===== config.mk =====
export PLATFORM = sky130hd
export DESIGN_NAME = status_pop_unit
export DESIGN_NICKNAME = d
export VERILOG_FILES = /design/src/rtl/status_pop_pkg.sv /design/src/rtl/status_pop_ctrl.sv /design/src/rtl/status_pop_dp.sv /design/src/rtl/status_pop_unit.sv
export SDC_FILE = /design/constraint.sdc
export NUM_CORES = 1
export LEC_CHECK = 0
export ABC_AREA = 1
export BUFFER_PORTS_ARGS = -buffer_cell sky130_fd_sc_hd__buf_4
export CORE_MARGIN = 5
export CORE_UTILIZATION = 44
export CTS_CLUSTER_SIZE = 10
export DETAILED_ROUTE_END_ITERATION = 10
export PLACE_DENSITY = 0.83
export SYNTH_ARGS = -nofsm -noshare
export SYNTH_HDL_FRONTEND = slang
export SYNTH_SLANG_ARGS = --single-unit
export TNS_END_PERCENT = 5

===== constraint.sdc =====
create_clock -name clk -period 1.1 [get_ports clk]
set_input_delay 0.11 -clock clk [delete_from_list [all_inputs] [get_ports clk]]
set_output_delay 0.11 -clock clk [all_outputs]
set_load 0.01 [all_outputs]

===== src/rtl/status_pop_pkg.sv =====
package status_pop_pkg;
  localparam int WORD_W    = 32;
  localparam int POP_SHIFT = 10;
  localparam int KEEP_W    = 2;
  localparam int STACK_W   = 28;
  localparam int U_BIT     = 6;
  localparam int P_BIT     = 7;
  localparam int R_BIT     = 8;
  localparam int M_BIT     = 9;

  typedef struct packed {
    logic load;
    logic swapSp;
    logic forceP;
    logic forceM;
  } popCtrl_t;
endpackage


===== src/rtl/status_pop_ctrl.sv =====
module status_pop_ctrl
  import status_pop_pkg::*;
(
  input  logic              retValid,
  input  logic              retKind,
  input  logic [WORD_W-1:0] curStatus,
  output popCtrl_t          ctrl
);
  localparam int U_SRC = U_BIT + POP_SHIFT;

  always_comb begin
    ctrl.load   = retValid;
    ctrl.swapSp = retValid && curStatus[U_SRC];
    ctrl.forceP = retValid && !curStatus[R_BIT];
    ctrl.forceM = retValid && retKind;
  end
endmodule


===== src/rtl/status_pop_dp.sv =====
module status_pop_dp
  import status_pop_pkg::*;
(
  input  logic              clk,
  input  logic              rstN,
  input  popCtrl_t          ctrl,
  input  logic              retValid,
  input  logic              retKind,
  input  logic [WORD_W-1:0] curStatus,
  input  logic [WORD_W-1:0] curSp,
  input  logic [WORD_W-1:0] userSp,
  output logic [WORD_W-1:0] newStatus,
  output logic [WORD_W-1:0] newSp,
  output logic [WORD_W-1:0] kernSp
);
  localparam int MID_W = WORD_W - KEEP_W - STACK_W;

  logic [STACK_W-1:0] poppedLow;
  logic [WORD_W-1:0]  shifted;
  logic [WORD_W-1:0]  nextStatus;

  always_comb begin
    poppedLow  = curStatus[STACK_W-1:0] >> POP_SHIFT;
    shifted    = {curStatus[WORD_W-1 -: KEEP_W], {MID_W{1'b0}}, poppedLow};
    nextStatus = shifted;
    if (ctrl.forceP) nextStatus[P_BIT] = 1'b1;
    if (ctrl.forceM) nextStatus[M_BIT] = 1'b1;
  end

  always_ff @(posedge clk) begin
    if (!rstN) begin
      newStatus <= '0;
      newSp     <= '0;
      kernSp    <= '0;
    end else if (ctrl.load) begin
      newStatus <= nextStatus;
      if (ctrl.swapSp) begin
        kernSp <= curSp;
        newSp  <= userSp;
      end else begin
        newSp  <= curSp;
      end
    end
  end

  // top bits kept, middle field cleared
  a_r1_top_and_mid: assert property (@(posedge clk) disable iff (!rstN)
    retValid |=> (newStatus[31:30] == $past(curStatus[31:30])) && (newStatus[29:18] == '0));
  // pending set when restart flag was clear
  a_r2_pending_set: assert property (@(posedge clk) disable iff (!rstN)
    (retValid && !curStatus[R_BIT]) |=> newStatus[P_BIT]);
  // NMI return always sets mask
  a_r4_nmi_mask: assert property (@(posedge clk) disable iff (!rstN)
    (retValid && retKind) |=> newStatus[M_BIT]);
  // user-mode swap
  a_r6_user_swap: assert property (@(posedge clk) disable iff (!rstN)
    (retValid && curStatus[U_BIT + POP_SHIFT]) |=>
      (newSp == $past(userSp)) && (kernSp == $past(curSp)) && newStatus[U_BIT]);
  // no swap keeps kernel pointer
  a_r7_no_swap: assert property (@(posedge clk) disable iff (!rstN)
    (retValid && !curStatus[U_BIT + POP_SHIFT]) |=>
      $stable(kernSp) && (newSp == $past(curSp)) && !newStatus[U_BIT]);
  // hold without strobe
  a_r8_hold: assert property (@(posedge clk) disable iff (!rstN)
    !retValid |=> $stable(newStatus) && $stable(newSp) && $stable(kernSp));
endmodule


===== src/rtl/status_pop_unit.sv =====
module status_pop_unit
  import status_pop_pkg::*;
(
  input  logic              clk,
  input  logic              rstN,
  input  logic              retValid,
  input  logic              retKind,
  input  logic [WORD_W-1:0] curStatus,
  input  logic [WORD_W-1:0] curSp,
  input  logic [WORD_W-1:0] userSp,
  output logic [WORD_W-1:0] newStatus,
  output logic [WORD_W-1:0] newSp,
  output logic [WORD_W-1:0] kernSp
);
  popCtrl_t ctrl;

  status_pop_ctrl u_ctrl (
    .retValid (retValid),
    .retKind  (retKind),
    .curStatus(curStatus),
    .ctrl     (ctrl)
  );

  status_pop_dp u_dp (
    .clk      (clk),
    .rstN     (rstN),
    .ctrl     (ctrl),
    .retValid (retValid),
    .retKind  (retKind),
    .curStatus(curStatus),
    .curSp    (curSp),
    .userSp   (userSp),
    .newStatus(newStatus),
    .newSp    (newSp),
    .kernSp   (kernSp)
  );
endmodule


## After elaboration in Yosys (flattened, before gate mapping)

Cells that the tools add are included.

- Bits in registers: 84
- Input port bits: 100
- Output and inout port bits: 96
- Word-level logic and storage cells: 11

- Muxes and demuxes: 3
- Reduce and logical (&&, ||, !) cells: 5

Operators by type and width:

| cell | count |
|---|---|
| 32-bit two-way mux | 1 |
| 1-bit logical AND | 3 |
| 1-bit two-way mux | 2 |
| 2-bit AND reduction | 1 |
| 1-bit logical NOT | 1 |

## Longest topological paths before layout

Gate-level depths: netlist (run 1).

- Depth after elaboration: 3
- Mapped depth: 6
- Depth with buffers taken out: 5

## Cells and area by module

A second synthesis (run 1) with hierarchy kept.

- Cell total of the unflattened synthesis: 524
- Area total of the unflattened synthesis: 3590.9 um^2

By module, submodules not included:

| module | instances | cells each | area each (um^2) | sequential area each (um^2) |
|---|---|---|---|---|
| status_pop_dp | 1 | 517 | 3558.4 | 1681.6 |
| status_pop_ctrl | 1 | 7 | 32.5 | 0.0 |

## Worst setup path before layout (run 1)

Ideal clock, no wire load.

- Path kind: input -> register
- Start point: input retValid
- End point: register u_dp.newStatus[31]
- Setup time: 116 ps
- Data arrival time: 705 ps
- Data required time: 984 ps
- Path slack: 279 ps
- Cell stages on the path: 5
- Buffers on the path: 3
- Cells stage by stage: buf_4 -> buf_6 -> buf_4 -> o21ai_0 -> nor2_1

RTL lines:

| item | line | text |
|---|---|---|
| start: declaration | status_pop_unit.sv:6 | `input logic retValid,` |
| end signal: assignment | status_pop_dp.sv:36 | `newStatus <= nextStatus;` |
| end: declaration | status_pop_dp.sv:12 | `output logic [WORD_W-1:0] newStatus,` |

## Worst setup path in the final report (run 1)

- Start point: register u_dp.newSp[27]
- End point: output newSp[27]

RTL lines:

| item | line | text |
|---|---|---|
| start: declaration | status_pop_dp.sv:13 | `output logic [WORD_W-1:0] newSp,` |
| start signal: assignment | status_pop_dp.sv:39 | `newSp <= userSp;` |
| start signal: assignment | status_pop_dp.sv:41 | `newSp <= curSp;` |
| end: declaration | status_pop_unit.sv:12 | `output logic [WORD_W-1:0] newSp,` |

No word-level cell between the ends.

==> metrics.md, run 1 <==
| Metric | Value |
|---|---|
| Switching pwr | approximately 0.0019 W |
| Hold Path Class | input pin to flip-flop |
| CTS root buffer | clkbuf_8 |
| CORE AREA | 0.007807 mm^2 |
| Post-Syn Area | between 0.003 and 0.004 mm^2 |
| CP cell instances | buf_4 |
| WL met3 | 1064 um |
| Layout cells sized above 1 | 0.2911 |
| Die area | 0.009983 mm^2 |
| EDFF count, synth | 0 |
| DR pass1 iterations | 5 |
| Routed Wire Length | 11170 um |
| Pwr dens | 1283 mW/mm^2 |
| Total track usage | 0.2155 |
| CP bufs+invs | 1 |
| Crit share post-route | 0.8606 |
| Area grow syn2layout | 47.63% |
| Number of distinct library cells after synthesis | 17 |
| Final HPWL DP | 8025 um |
| Sequential fraction of the synthesis area | 0.4727 |
| Clock group share of total power | 0.302 |
| Launching point of the worst reg2reg path | u_dp.newSp[1]$_SDFFE_PN0P_ |
| Post-synthesis adder-cell area fraction | 0 |
| Largest net degree at the start of global routing | 41 |
| Met2 routed WL | roughly 5700 um |
| Internal power | 0.004867 W |
| Synth cell count leaders | 131 x nand2_1, 101 x nor2_1, 84 x dfxtp_1 |
| Max cap viols | 0 |
| I/O pin count | 196 |
| Sink Count | between 80 and 90 |
| Routed len/inst | 14.03 um |
| Rows | 32 |
| Crit path max-delay family | flip-flops |
| Port Buffers | 172 |
| Yosys reg bits | 84 |
| Later-pin clock latency in the skew report | 0.33 ns |
| Critical-path top delay cell | dfxtp_1 |
| Synth Flop Type | dfxtp_1 |
| Die X | 99.92 um |
| CP Max Fanout | 2 |
| Unrepaired setup endpoints after global routing | false |
| Top layer in use | met4 |
| Post-CTS Setup Bufs | 0 |
| Multi-input gate area | roughly 0.0015 mm^2 |
| Starting Density | 0.4556 |
| H-tree levels | 3 |
| Setup crit start kind | flip-flop |
| Crit. End Element | output port |
| Share of the synthesized area in the top cell type | 0.4727 |
| Peak VDD IR | between 0.0007 and 0.0008 V |
| Combinational power share | 0.204 |
| First-pass GRT wire length | 17470 um |
| DRT iter0 DRCs | 141 |
| Area share of and/or/nand/nor cells after synthesis | 0.3363 |
| Status | finished, final reports clean |
| Multiplexer area fraction after synthesis | 0 |
| Nets@finish | 789 |
| Hold-fix buffers, CTS | 14 |
| Worst stage delay on the critical path | approximately 0.36 ns |
| Gate Count Post-Synth | between 500 and 600 |
| Max Slew Vio Count | 0 |
| Die height | ~100 um |
| Mean post-synth cell area | around 6.9 um^2 |
| Top post-synthesis cells by area | dfxtp_1 47%, nand2_1 14%, nor2_1 11% |
| Leak pwr | 2.712 nW |
| FF/Latch Area | 0.001682 mm^2 |
| Power Total | 0.006738 W |
| DR vias/cell | between 4 and 5 |
| Clock period minus worst slack | 0.9467 ns |
| Overflow left after global routing | 0 |
| Post-DRT Antenna Nets | 0 |
| Switching part of the total | 0.2777 |
| FFs w/ async S/R, synth | 0 |
| Reg power frac | 0.494 |
| Min-Delay Startpoint | curStatus[11] |
| Crit. Startpoint | u_dp.newSp[27]$_SDFFE_PN0P_ |
| Cts bufs inserted | 9 |
| RD Place Congestion | between 0.8 and 0.9 |
| Crit Path Class | flip-flop to output port |
| Count leader, synth | nand2_1 |
| Filler cells | 636 |
| Antenna violations before repair | 0 |
| Resized Gates After CTS | 0 |
| Complex-gate fraction of the synthesized area | 0.07316 |
| TNS Setup | 0 ns |
| Data required, critical path | between 0.9 and 1 ns |
| Met1 WL | 4249 um |
| Vias in the first global route | 3745 |
| Fmax | 1056 MHz |
| Via count | 3849 |
| CTS tree | built |
| Cell accounting for the most synthesized area | dfxtp_1 |
| # DRC | 0 |
| Max Buffers Root-to-Sink | 2 |
| CP arrival | 0.84 ns |
| Syn. warnings | 0 |
| ANT cells | 0 |
| Largest family of logic cells by synthesized area | simple AND/OR/NAND/NOR gates |
| Final Hold Viols | 0 |
| Final setup fails | 0 |
| Post-synthesis xor/xnor area fraction | 0 |
| Clk slew on worst S/H paths | 0.08 ns |
| Skew final | 0 ns |
[sequential cells by signal, indices dropped and copies added, names as in the netlist]
signal	cells
u_dp.newSp	32
u_dp.newStatus	20
u_dp.kernSp	32
[area by class of cell]
class                           instances  share of cell area
Sequential cell                        84              0.3202
Timing Repair Buffer                  198              0.3088
Clock inverter                          5            0.006910
Multi-Input combinational cell        361              0.2859
Inverter                               35             0.02502
Tap cell                              102             0.02430
Clock buffer                           11             0.02883
[per-stage QoR]
step | instances | instance area (um^2) | setup WS [ns] | utilization | hold WS (ns)
detailed placement | 766 | 4923 | 0.1284 | 0.6306 | 0.3428
floorplan | 528 | 3598 | 0.2792 | - | 0.2346
finish | 796 | 5251 | 0.1533 | 0.6726 | 0.01776
global route | 796 | 5251 | 0.1169 | 0.6726 | 0.01070
CTS | 796 | 5251 | 0.1344 | 0.6726 | 0.005547
global placement | 766 | 4923 | 0.1517 | 0.6306 | 0.3315
[power by group through the flow]
stage          logic, W  clock network (W)  registers, W
6_report        0.00137            0.00204       0.00333
5_1_grt         0.00152            0.00220       0.00335
4_1_cts         0.00138            0.00209       0.00333
3_5_place_dp    0.00133                  0       0.00340
3_3_place_gp    0.00130                  0       0.00339
2_1_floorplan  0.000559                  0       0.00348
[layout by cell type (no fill, tap or decap), drive strengths merged]
| cell | netlist | final |
|---|---|---|
| buf | 42 | 184 |
| nand2 | 131 | 131 |
| nor2 | 101 | 101 |
| dfxtp | 84 | 84 |
| nand3 | 64 | 64 |
| inv | 35 | 35 |
| a21oi | 33 | 33 |
| o21ai | 19 | 19 |
| dlygate4sd3 | 0 | 14 |
| conb | 1 | 12 |
| clkbuf | 6 | 11 |
| clkinvlp | 0 | 3 |
| clkinv | 0 | 2 |
| nor3 | 1 | 1 |
[worst paths after layout]
check                              endpoint  slack, ns  depth (start not counted)
max                               newSp[27]       0.15                          1
min          u_dp.newStatus[1]$_SDFFE_PN0P_       0.02                          3
max reg2reg      u_dp.newSp[1]$_SDFFE_PN0P_       0.42                          4
min reg2reg     u_dp.kernSp[0]$_SDFFE_PN0P_       0.47                          2
[cells by family (layout without fill, tap and decap cells)]
logic type      after synthesis  in the layout
simple gates                297            297
compound gates               52             52
other cells                   1             12
flops                        84             84
buf+inv                      83            249
[layer usage]
metal  global-route usage  vias up
met4              0.06723        0
met1               0.2384     1751
li1                     -     1922
met2               0.3894      158
met3              0.07019       18
met5                    0        -
Note: power is estimated with default switching activity, not from simulation.
==> run 2: changes to the inputs <==
--- a/config.mk
+++ b/config.mk
@@ -7,11 +7,11 @@
 export LEC_CHECK = 0
 export ABC_AREA = 1
 export BUFFER_PORTS_ARGS = -buffer_cell sky130_fd_sc_hd__buf_4
-export CORE_MARGIN = 5
-export CORE_UTILIZATION = 44
+export CORE_UTILIZATION = 46
+export CTS_BUF_LIST = sky130_fd_sc_hd__clkbuf_4 sky130_fd_sc_hd__clkbuf_8
 export CTS_CLUSTER_SIZE = 10
 export DETAILED_ROUTE_END_ITERATION = 10
-export PLACE_DENSITY = 0.83
+export PLACE_DENSITY = 0.82
 export SYNTH_ARGS = -nofsm -noshare
 export SYNTH_HDL_FRONTEND = slang
 export SYNTH_SLANG_ARGS = --single-unit
==> run 2 against run 1 <==
Effect of this change:
- non-clock buffer count rose by 6
- clock power rose by 20%
- flip-flop and latch count unchanged
- highest routed layer unchanged
==> metrics.md, run 2 (same netlist as run 1, synthesis figures left out) <==
| Metric | Value |
|---|---|
| Routed len/inst | 12.95 um (-7.7%) |
| Final HPWL DP | 7237 um (-9.8%) |
| Sink Count | 84 (unchanged) |
| Crit Path Class | flip-flop to output port |
| CORE AREA | 0.007370 mm^2 (-5.6%) |
| Clk slew on worst S/H paths | 0.08 ns (about the same) |
| Largest net degree at the start of global routing | 41 (unchanged) |
| Filler cells | 578 (-9.1%) |
| Layout cells sized above 1 | 0.2904 (-0.0006514) |
| Hold Path Class | input pin to flip-flop |
| R2r setup slk | 0.43 ns (about the same) |
| Crit path max-delay family | flip-flops |
| CTS tree | built |
| Rows | 31 (-3.1%) |
| Via count | 3872 (+0.60%) |
| Post-DP Area | 0.004885 mm^2 (-0.79%) |
| Multi-input gate area | 0.001501 mm^2 (unchanged) |
| CP arrival | 0.87 ns (+0.03 ns) |
| Pwr dens | 1348 mW/mm^2 (+5.1%) |
| Area grow syn2layout | 48.79% |
| Biggest regs | u_dp.kernSp (32), u_dp.newSp (32), u_dp.newStatus (20) |
| Worst reg2reg path depth | 4 (unchanged) |
| I/O pin count | 196 (unchanged) |
| Top Usage Layer GRT | met2 |
| ANT cells | 0 (unchanged) |
| DR vias/cell | 4.852 (+0.35%) |
| Critical-path top delay cell | dfxtp_1 |
| Crit share post-route | 0.8940 (+0.03339) |
| Starting Density | 0.4827 (+0.02707) |
| Die height | 89.94 um (-10%) |
| Antenna violations before repair | 0 (unchanged) |
| Unrepaired setup endpoints after global routing | false |
| Final setup fails | 0 (unchanged) |
| Later-pin clock latency in the skew report | 0.34 ns (about the same) |
| Launching point of the worst reg2reg path | u_dp.newSp[18]$_SDFFE_PN0P_ |
| Post-route cell area | 0.005293 mm^2 (+0.79%) |
| Die area | 0.008088 mm^2 (-19%) |
| Nets@finish | 795 (+0.76%) |
| Peak VDD IR | 0.0008114 V (+7.1%) |
| Crit. Startpoint | u_dp.kernSp[23]$_SDFFE_PN0P_ |
| Worst path depth | 1 (unchanged) |
| Combinational power share | 0.190 (-0.014) |
| Die X | 89.94 um (-10%) |
| Max Slew Vio Count | 0 (unchanged) |
| Met1 usage | 0.2923 (+0.05397) |
| Max Buffers Root-to-Sink | 2 (unchanged) |
| Reg power frac | 0.467 (-0.027) |
| Total track usage | 0.2487 (+0.03327) |
| DRT iter0 DRCs | 148 (+5.0%) |
| TNS Setup | 0 ns (unchanged) |
| Clock period minus worst slack | 0.9834 ns (+0.03673 ns) |
| Global Route met2 Usage | 0.4410 (+0.05160) |
| Internal power | 0.005343 W (+9.8%) |
| Setup crit start kind | flip-flop |
| Data required, critical path | 0.99 ns (about the same) |
| First-pass GRT wire length | 16230 um (-7.1%) |
| Cts bufs inserted | 9 (unchanged) |
| Clock group share of total power | 0.343 (+0.041) |
| Post-CTS Setup Bufs | 0 (unchanged) |
| CP cell instances | buf_4 |
| Vias in the first global route | 3457 (-7.7%) |
| Crit. End Element | output port |
| Post-DRT Antenna Nets | 0 (unchanged) |
| Port Buffers | 172 (unchanged) |
| Fin cells | 798 (+0.25%) |
| Power Total | 0.007134 W (+5.9%) |
| Routed Wire Length | 10340 um (-7.5%) |
| Status | finished, final reports clean |
| FF-to-FF End | u_dp.newSp[18]$_SDFFE_PN0P_ |
| Max cap viols | 0 (unchanged) |
| Fmax | 1017 MHz (-3.7%) |
| Switching part of the total | 0.2511 (-0.02658) |
| Skew final | 0 ns (unchanged) |
| Switching pwr | 0.001791 W (-4.3%) |
| Final Hold Viols | 0 (unchanged) |
| Cells after DPL | 765 (-0.13%) |
| CP Max Fanout | 2 (unchanged) |
| Overflow left after global routing | 0 (unchanged) |
| Leak pwr | 2.748 nW (+1.3%) |
| Worst stage delay on the critical path | 0.39 ns (+0.03 ns) |
| Most frequent cells in the layout | 182 x buf_4, 131 x nand2_1, 101 x nor2_1, 84 x dfxtp_1, 64 x nand3_1 |
| RD Place Congestion | 0.8051 (-5.4%) |
| CP bufs+invs | 1 (unchanged) |
| Commonest non-fill, non-tap cell in the layout | buf_4 |
| H-tree levels | 3 (unchanged) |
| Resized Gates After CTS | 0 (unchanged) |
| FF/Latch Area | 0.001682 mm^2 (unchanged) |
| CTS root buffer | clkbuf_8 |
| Worst Setup EP | kernSp[23] |
| Met3 global-route usage | 0.05668 (-0.01350) |
| DR pass1 iterations | 4 (-1) |
| # DRC | 0 (unchanged) |
[run 2: cell types whose count changed in the layout (fill, tap and decap cells not counted), moves of 2 or more]
cell / delta
buf_12: -4
buf_4: +6
bufinv_16: +2
clkinvlp_4: -3
dlygate4sd3_1: +4
[run 2: metrics by stage]
stage	utilization	worst slack [ns]	hold slack, ns
2_1_floorplan	-	0.2792	0.2346
3_3_place_gp	0.6628	0.1418	0.3338
3_5_place_dp	0.6628	0.09050	0.3422
4_1_cts	0.7182	0.1048	0.005224
5_1_grt	0.7182	0.08664	0.03221
6_report	0.7182	0.1166	0.03219
[run 2: cell type report]
cell class | count | share of cell area
sequential | 84 | 0.3177
timing repair buffer | 204 | 0.3073
multi-input combinational | 361 | 0.2837
clock buffer | 12 | 0.03002
inverter | 35 | 0.02482
tap | 99 | 0.02340
clock inverter | 3 | 0.01300
[run 2: metal layers]
| metal | part of all wire | up-vias |
|---|---|---|
| li1 | - | 1941 |
| met1 | 0.40 | 1738 |
| met2 | 0.49 | 172 |
| met3 | 0.080 | 21 |
| met4 | 0.024 | 0 |
| met5 | 0 | - |
[run 2: worst min-delay path, delay by kind of cell]
kind | cells | cell delay, ns
buffers and inverters | 1 | 0.08
AND/OR/NAND/NOR | 2 | 0.14
[run 2: repair_timing]
action | CTS | global route
endpoints found under the setup margin | 0 | 0
hold endpoints to repair | 17 | 0
hold buffers | 18 | 0
[run 2: worst min path at each step]
| stage | startpoint | end | slack [ns] | cells after the start |
|---|---|---|---|---|
| 5_1_grt | curSp[28] | u_dp.kernSp[28]$_SDFFE_PN0P_ | 0.03 | 3 |
| 4_1_cts | curStatus[13] | u_dp.newStatus[3]$_SDFFE_PN0P_ | 0.005 | 3 |
| 3_5_place_dp | curStatus[17] | u_dp.newStatus[7]$_SDFFE_PN0P_ | 0.34 | 3 |
| 2_1_floorplan | curStatus[19] | u_dp.newStatus[9]$_SDFFE_PN0P_ | 0.23 | 2 |
| 3_3_place_gp | curStatus[31] | u_dp.newStatus[31]$_SDFFE_PN0P_ | 0.33 | 3 |
| 6_report | curStatus[13] | u_dp.newStatus[3]$_SDFFE_PN0P_ | 0.03 | 3 |
[run 2: power groups by stage]
stage	combinational (W)	clock, W	sequential [W]
after detailed placement	0.00129	0	0.00340
after CTS	0.00135	0.00250	0.00333
final	0.00136	0.00245	0.00333
after floorplan	0.000559	0	0.00348
after global routing	0.00148	0.00264	0.00335
after global placement	0.00127	0	0.00339
